File: config.mk
export PLATFORM = sky130hd
export DESIGN_NAME = trace_capture_buf
export DESIGN_NICKNAME = d
export VERILOG_FILES = /design/src/rtl/tcb_pkg.sv /design/src/rtl/tcb_ram.sv /design/src/rtl/tcb_capture.sv /design/src/rtl/tcb_readout.sv /design/src/rtl/trace_capture_buf.sv
export SDC_FILE = /design/constraint.sdc
export NUM_CORES = 1
export LEC_CHECK = 0
export BUFFER_PORTS_ARGS = -buffer_cell sky130_fd_sc_hd__clkbuf_2
export CORE_MARGIN = 2
export CORE_UTILIZATION = 63
export CTS_BUF_LIST = sky130_fd_sc_hd__clkbuf_4
export DETAILED_ROUTE_END_ITERATION = 8
export PLACE_DENSITY = 0.79
export SYNTH_ARGS = -nofsm -noshare
export SYNTH_HDL_FRONTEND = slang
export SYNTH_SLANG_ARGS = --single-unit
export TNS_END_PERCENT = 5
File: constraint.sdc
create_clock -name clk -period 4.7 [get_ports clk]
set_input_delay 0.235 -clock clk [delete_from_list [all_inputs] [get_ports clk]]
set_output_delay 0.235 -clock clk [all_outputs]
set_load 0.03 [all_outputs]
File: src/rtl/tcb_pkg.sv
package tcb_pkg;

    typedef enum logic [11:0] {
        A_SIZE = 12'h004,
        A_STAT = 12'h00C,
        A_RDAT = 12'h010,
        A_WPTR = 12'h018,
        A_TCNT = 12'h01C,
        A_CTRL = 12'h020,
        A_MODE = 12'h028,
        A_FMT  = 12'h304
    } reg_addr_e;

    localparam int CTRL_EN_BIT    = 0;
    localparam int FMT_FLUSH_BIT  = 6;
    localparam int FMT_TRIG_BIT   = 8;
    localparam int FMT_STOP_BIT   = 12;
    localparam logic [31:0] EMPTY_WORD = 32'hFFFF_FFFF;

    typedef struct packed {
        logic trig_arm;
        logic stop_on_flush;
        logic [1:0] mode;
    } cfg_t;

    typedef struct packed {
        logic ready;
        logic trig;
        logic full;
    } stat_t;

    function automatic logic [31:0] pack_status(stat_t s);
        logic [31:0] r;
        r    = '0;
        r[0] = s.full;
        r[1] = s.trig;
        r[2] = s.ready;
        return r;
    endfunction

    function automatic logic [31:0] pack_fmt(cfg_t c, logic flushing);
        logic [31:0] r;
        r = '0;
        r[FMT_FLUSH_BIT] = flushing;
        r[FMT_TRIG_BIT]  = c.trig_arm;
        r[FMT_STOP_BIT]  = c.stop_on_flush;
        return r;
    endfunction

endpackage

File: src/rtl/tcb_ram.sv
module tcb_ram #(
    parameter int AW = 4,
    parameter int DW = 32
) (
    input  logic          clk,
    input  logic          we,
    input  logic [AW-1:0] waddr,
    input  logic [DW-1:0] wdata,
    input  logic [AW-1:0] raddr,
    output logic [DW-1:0] rdata
);
    localparam int DEPTH = 1 << AW;

    logic [DW-1:0] mem [DEPTH];

    always_ff @(posedge clk) begin
        if (we) mem[waddr] <= wdata;
    end

    assign rdata = mem[raddr];
endmodule

File: src/rtl/tcb_capture.sv
module tcb_capture #(
    parameter int AW = 4,
    parameter int CW = 16
) (
    input  logic          clk,
    input  logic          rst,
    input  logic          start,
    input  logic          en,
    input  logic          halt_req,
    input  logic          trace_valid,
    input  logic          trig_in,
    input  logic          trig_arm,
    input  logic [CW-1:0] tcnt_init,
    output logic          wr_en,
    output logic [AW-1:0] wptr,
    output logic          full,
    output logic          trig_seen,
    output logic          capturing,
    output logic          rem_zero
);
    logic          stopped;
    logic [CW-1:0] rem;
    logic          post_done;

    assign rem_zero  = (rem == '0);
    assign post_done = trig_seen & rem_zero;
    assign capturing = en & ~stopped;
    assign wr_en     = capturing & trace_valid & ~post_done;

    always_ff @(posedge clk) begin
        if (rst) begin
            wptr      <= '0;
            full      <= 1'b0;
            trig_seen <= 1'b0;
            stopped   <= 1'b0;
            rem       <= '0;
        end else if (start) begin
            wptr      <= '0;
            full      <= 1'b0;
            trig_seen <= 1'b0;
            stopped   <= 1'b0;
            rem       <= tcnt_init;
        end else begin
            if (wr_en) begin
                wptr <= wptr + 1'b1;
                if (&wptr) full <= 1'b1;
                if (trig_seen) rem <= rem - 1'b1;
            end
            if (capturing && trig_arm && trig_in && !trig_seen)
                trig_seen <= 1'b1;
            if (capturing && (post_done || halt_req))
                stopped <= 1'b1;
        end
    end
endmodule

File: src/rtl/tcb_readout.sv
module tcb_readout #(
    parameter int AW = 4
) (
    input  logic          clk,
    input  logic          rst,
    input  logic          start,
    input  logic          pop,
    input  logic          full,
    input  logic [AW-1:0] wptr,
    output logic [AW-1:0] raddr,
    output logic          empty
);
    localparam int DEPTH = 1 << AW;

    logic [AW:0]   rcnt;
    logic [AW:0]   stored;
    logic [AW-1:0] base;

    assign stored = full ? (AW+1)'(DEPTH) : {1'b0, wptr};
    assign base   = full ? wptr : '0;
    assign empty  = (rcnt == stored);
    assign raddr  = base + rcnt[AW-1:0];

    always_ff @(posedge clk) begin
        if (rst || start) rcnt <= '0;
        else if (pop && !empty) rcnt <= rcnt + 1'b1;
    end
endmodule

File: src/rtl/trace_capture_buf.sv
module trace_capture_buf
    import tcb_pkg::*;
#(
    parameter int ADDR_W = 4,
    parameter int TCNT_W = 16
) (
    input  logic        clk,
    input  logic        rst,
    input  logic        trace_valid,
    input  logic [31:0] trace_data,
    input  logic        trig_in,
    input  logic        reg_wr,
    input  logic        reg_rd,
    input  logic [11:0] reg_addr,
    input  logic [31:0] reg_wdata,
    output logic [31:0] reg_rdata
);
    localparam int DEPTH = 1 << ADDR_W;

    logic              en_q;
    logic [TCNT_W-1:0] tcnt_q;
    cfg_t              cfg_q;
    logic              flush_pend;

    logic              wr_en, full, trig_seen, capturing, rem_zero;
    logic [ADDR_W-1:0] wptr, raddr;
    logic [31:0]       ram_rdata;
    logic              rd_empty;

    logic ctrl_wr, fmt_wr, fmt_wr_flush, start, halt_req, rd_pop;

    assign ctrl_wr      = reg_wr && (reg_addr == A_CTRL);
    assign fmt_wr       = reg_wr && (reg_addr == A_FMT);
    assign fmt_wr_flush = fmt_wr && reg_wdata[FMT_FLUSH_BIT];
    assign start        = ctrl_wr && reg_wdata[CTRL_EN_BIT] && !capturing;
    assign halt_req     = flush_pend && cfg_q.stop_on_flush;
    assign rd_pop       = reg_rd && (reg_addr == A_RDAT) && !capturing;

    always_ff @(posedge clk) begin
        if (rst) begin
            en_q       <= 1'b0;
            tcnt_q     <= '0;
            cfg_q      <= '0;
            flush_pend <= 1'b0;
        end else begin
            flush_pend <= fmt_wr_flush;
            if (ctrl_wr) en_q <= reg_wdata[CTRL_EN_BIT];
            if (reg_wr && !capturing) begin
                if (reg_addr == A_TCNT) tcnt_q <= reg_wdata[TCNT_W-1:0];
                if (reg_addr == A_MODE) cfg_q.mode <= reg_wdata[1:0];
                if (reg_addr == A_FMT) begin
                    cfg_q.trig_arm      <= reg_wdata[FMT_TRIG_BIT];
                    cfg_q.stop_on_flush <= reg_wdata[FMT_STOP_BIT];
                end
            end
        end
    end

    tcb_capture #(.AW(ADDR_W), .CW(TCNT_W)) u_cap (
        .clk        (clk),
        .rst        (rst),
        .start      (start),
        .en         (en_q),
        .halt_req   (halt_req),
        .trace_valid(trace_valid),
        .trig_in    (trig_in),
        .trig_arm   (cfg_q.trig_arm),
        .tcnt_init  (tcnt_q),
        .wr_en      (wr_en),
        .wptr       (wptr),
        .full       (full),
        .trig_seen  (trig_seen),
        .capturing  (capturing),
        .rem_zero   (rem_zero)
    );

    tcb_ram #(.AW(ADDR_W), .DW(32)) u_ram (
        .clk  (clk),
        .we   (wr_en),
        .waddr(wptr),
        .wdata(trace_data),
        .raddr(raddr),
        .rdata(ram_rdata)
    );

    tcb_readout #(.AW(ADDR_W)) u_rdo (
        .clk  (clk),
        .rst  (rst),
        .start(start),
        .pop  (rd_pop),
        .full (full),
        .wptr (wptr),
        .raddr(raddr),
        .empty(rd_empty)
    );

    stat_t st;
    always_comb begin
        st.full   = full;
        st.trig   = trig_seen;
        st.ready  = ~capturing & ~flush_pend;
        reg_rdata = '0;
        case (reg_addr)
            A_SIZE: reg_rdata = 32'(DEPTH);
            A_STAT: reg_rdata = pack_status(st);
            A_RDAT: reg_rdata = (capturing || rd_empty) ? EMPTY_WORD : ram_rdata;
            A_WPTR: reg_rdata = 32'(wptr);
            A_TCNT: reg_rdata = 32'(tcnt_q);
            A_CTRL: reg_rdata = {31'b0, en_q};
            A_MODE: reg_rdata = 32'(cfg_q.mode);
            A_FMT:  reg_rdata = pack_fmt(cfg_q, flush_pend);
            default: reg_rdata = '0;
        endcase
    end
endmodule

==> out/qor.yml <==
highest_layer: "met5"
power_frac_clock_pct: 40.7
slew_headroom_pct: 15.91
final-hold-violation-count: 0
crit_arrival_ps: 4300
grt_max_degree: 49
port_buffers: 97
hold-path-endpoint: "cfg_q[2]"
p_leak_nw: 8.863
synth-xor-area-share_pct: 0.3077
tns_ps: 0
peakVddDrop_mv: 0.2176
area_growth_pct: 16.20
nets: 1663
rrSetupSlack_ps: 1320
finClkSkew_ps: 35.07
die_area_um2: 37680
synth-compound-area-share_pct: 4.643
cts-root-buf: "clkbuf_4"
p_switching_mw: 1.871
finalPower_mw: 9.421
fin_cells: 2110
drt_wl_total_um: 52890
wl_met2_um: 25580
rsz0062_at_grt: "yes"
synth_ff_type: "edfxtp_1"
io_pins: 114
syn-cell-area_um2: 22770
p_comb_share_pct: 1.5
fin_crit_sh_pct: 96.41
gp_congestion: 0.8979
dp_cells: 1828
power.density_nw_per_um2: 356.0
grt_overflow: 0
drive_gt1_share_pct: 30.76
synth_largest_area_cell: "edfxtp_1"
switching_share_pct: 19.86
synthArstFlopShare_pct: 0
synthCells: 1292
worstRegToRegCells: 7
synth_area_leaders: "edfxtp_1 (68%), mux4_2 (13%), dfxtp_1 (4.4%), mux2i_1 (2.5%), nand2_1 (1.8%)"
worstPathMaxFanout: 29
worst_slew_pin_slew_ps: 1261
grt_usage_pct: 28.42
whs_path_depth: 5
num_vias: 13610
insertion_delay_ps: 810
yosys.area_share.simple_pct: 5.852
yosys.cell_types.count: 68
setup_violations: 0
wl_met1_um: 20660
cts.sinks: 562
synth-edff-count: 512
cp-end-kind: "output port"
synth_top_family_by_area: "multiplexers"
p_seq_share_pct: 57.8
drt-pass1-iter-count: 5
start_util_pct: 64.02
path_clk_slew_ps: 60
grt_pass1_wl_um: 79630
avgViaCountPerCell: 6.450
yosys.area_share.adder_pct: 0.5824
timing.rr.end: "u_ram.mem[15][12]"
synth.avg_cell_area_um2: 17.62
fp.dieH_um: 194.1
yosysTopAreaCellShare_pct: 67.52
r2r-start: "u_cap.rem[0]"
maxCapViolations: 0
critical_path_required_ps: 4470
outcome: "finished clean"
rows: 69
cts_buffers: 138
maxSlewViolCount: 0
fin_hold_ws_ps: 79.16
dp_hpwl_um: 30900
grt_pass1_vias: 13960
hp-start: "reg_addr[8]"
die_w_um: 194.1
clock_path_buffers: 3
ys_seq_elements: 562
cts_tree: "done"
ant_nets: 0
antenna_found_initial: 3
max_freq_mhz: 220.7
wl_per_cell_um: 25.07
drc: 0
p_int_mw: 7.549
cts-htree-levels: 4
synth_warnings: 0
muxShareOfSynthArea_pct: 15.17
crit_type: "register to output port"
syn-num-nets: 1384
cp-start-kind: "register"
met3_length_um: 5305
period_needed_ps: 4531
first_iter_violations: 1478
core_area_um2: 35570
hp-class: "input pin to register"
yosysSeqAreaShare_pct: 71.92
[power groups by stage]
| stage | clock network, mW | registers (mW) | logic, mW |
|---|---|---|---|
| 2_1_floorplan | 0 | 5.55 | 0.0161 |
| 3_3_place_gp | 0 | 5.55 | 0.0949 |
| 3_5_place_dp | 0 | 5.55 | 0.103 |
| 4_1_cts | 3.91 | 5.44 | 0.140 |
| 5_1_grt | 4.12 | 5.44 | 0.154 |
| 6_report | 3.84 | 5.44 | 0.142 |
[flip-flops by register name, summed over array words and instances, names as in the netlist, 4 cells and up]
signal	count
tcnt_q	16
u_ram.mem	512
cfg_q	4
u_cap.wptr	4
u_cap.rem	16
u_rdo.rcnt	5
[critical path, cell delays in order, from the launching register on]
cell      delay, ps
dfxtp_1         380
inv_1           150
nor2_1          100
ha_4            170
fa_4           1030
buf_8           300
mux4_2          360
mux2i_1         180
o21ai_0         120
a21oi_1         250
o21ai_0         200
clkbuf_2        260
[placed cells by master, fill, tap and decap left out, types with 8 or more instances in the layout]
master,count
mux4_2,128
buf_4,43
edfxtp_1,512
o21ai_0,47
a21oi_1,58
nand2_1,109
dfxtp_1,49
nand3_1,20
nor3_1,21
nand4_1,14
nor2_4,12
mux2i_1,56
a31oi_1,14
dlygate4sd3_1,63
inv_1,11
clkbuf_4,189
ha_1,8
clkbuf_2,97
clkinv_1,21
nor2_1,39
[metal layers]
metal | GRT usage, % | vias up
met5 | 0 | -
met4 | 11.28 | 2
met3 | 7.723 | 108
met2 | 43.28 | 775
met1 | 39.81 | 6857
li1 | - | 5867
[metrics by stage]
step	utilization [%]	cell area [µm²]	setup slack [ps]
finish	74.39	26460	168.7
global route	74.39	26460	-7.831
CTS	74.28	26420	20.70
detailed placement	67.88	24150	726.4
global placement	67.88	24150	791.0
floorplan	-	22770	401.5
[timing repair]
action                                 CTS  global route
setup endpoints to repair                3            16
gates resized for setup                  2             6
pin swaps                                1             1
buffers inserted                         0             1
endpoints found under the hold margin  541             0
hold buffers                            63             0
[worst max path at each step]
stage	slack (ps)	depth (start not counted)	to	startpoint
6_report	170	11	reg_rdata[6]	u_cap.full
5_1_grt	-8	11	reg_rdata[6]	u_cap.full
4_1_cts	20	11	reg_rdata[6]	u_cap.wptr[0]
3_5_place_dp	730	11	reg_rdata[6]	u_cap.wptr[0]
3_3_place_gp	790	11	reg_rdata[6]	u_cap.full
2_1_floorplan	400	8	u_ram.mem[0][0]	u_cap.rem[0]
[synthesized netlist by cell type (2+ instances only)]
library cell  count
o311ai_0          2
nand2b_1          5
nor3_1           25
or4_1             3
a2111oi_0         3
a2bb2oi_1         6
and3b_1           2
edfxtp_1        512
nor4_4            2
o211ai_1          6
nor3b_1           2
and4_1            3
a31oi_1          15
ha_1              9
dfxtp_1          50
o21ai_1           3
a22oi_1           7
a211oi_1          4
buf_1             4
mux2i_1          56
clkbuf_1         44
nand3_1          20
nand4_1          14
o21ai_0          47
nor2b_1           4
nor4b_1           2
nor4_1            8
and2_1            4
buf_2            23
a21oi_1          58
or3_1             5
a32oi_1           3
nor2_1           51
mux4_2          128
and3_1            5
nand2_1         109
xnor2_1           6
xor2_1            2
inv_1            11
[area by class of cell]
type                    instances  area (µm²)
fillers                      2087        9110
flip-flops and latches        562       16380
repair buffers                211        1593
multi-input cells             647        6236
diodes                          1       2.502
clock buffers                 189        1419
clock inverters                28       214.0
inverters                      11       41.29
well taps                     461       576.8
[cell families (layout without fill, tap and decap cells)]
logic type	Yosys count	count (layout)
AOI/OAI and AO/OA	173	173
xor gates and xnor gates	8	8
adders and majority gates	10	10
buffers and inverters	83	439
DFF	562	562
muxes	185	185
other	0	1
and+or+nand+nor	271	271
Power figures use the tool's default switching activity.
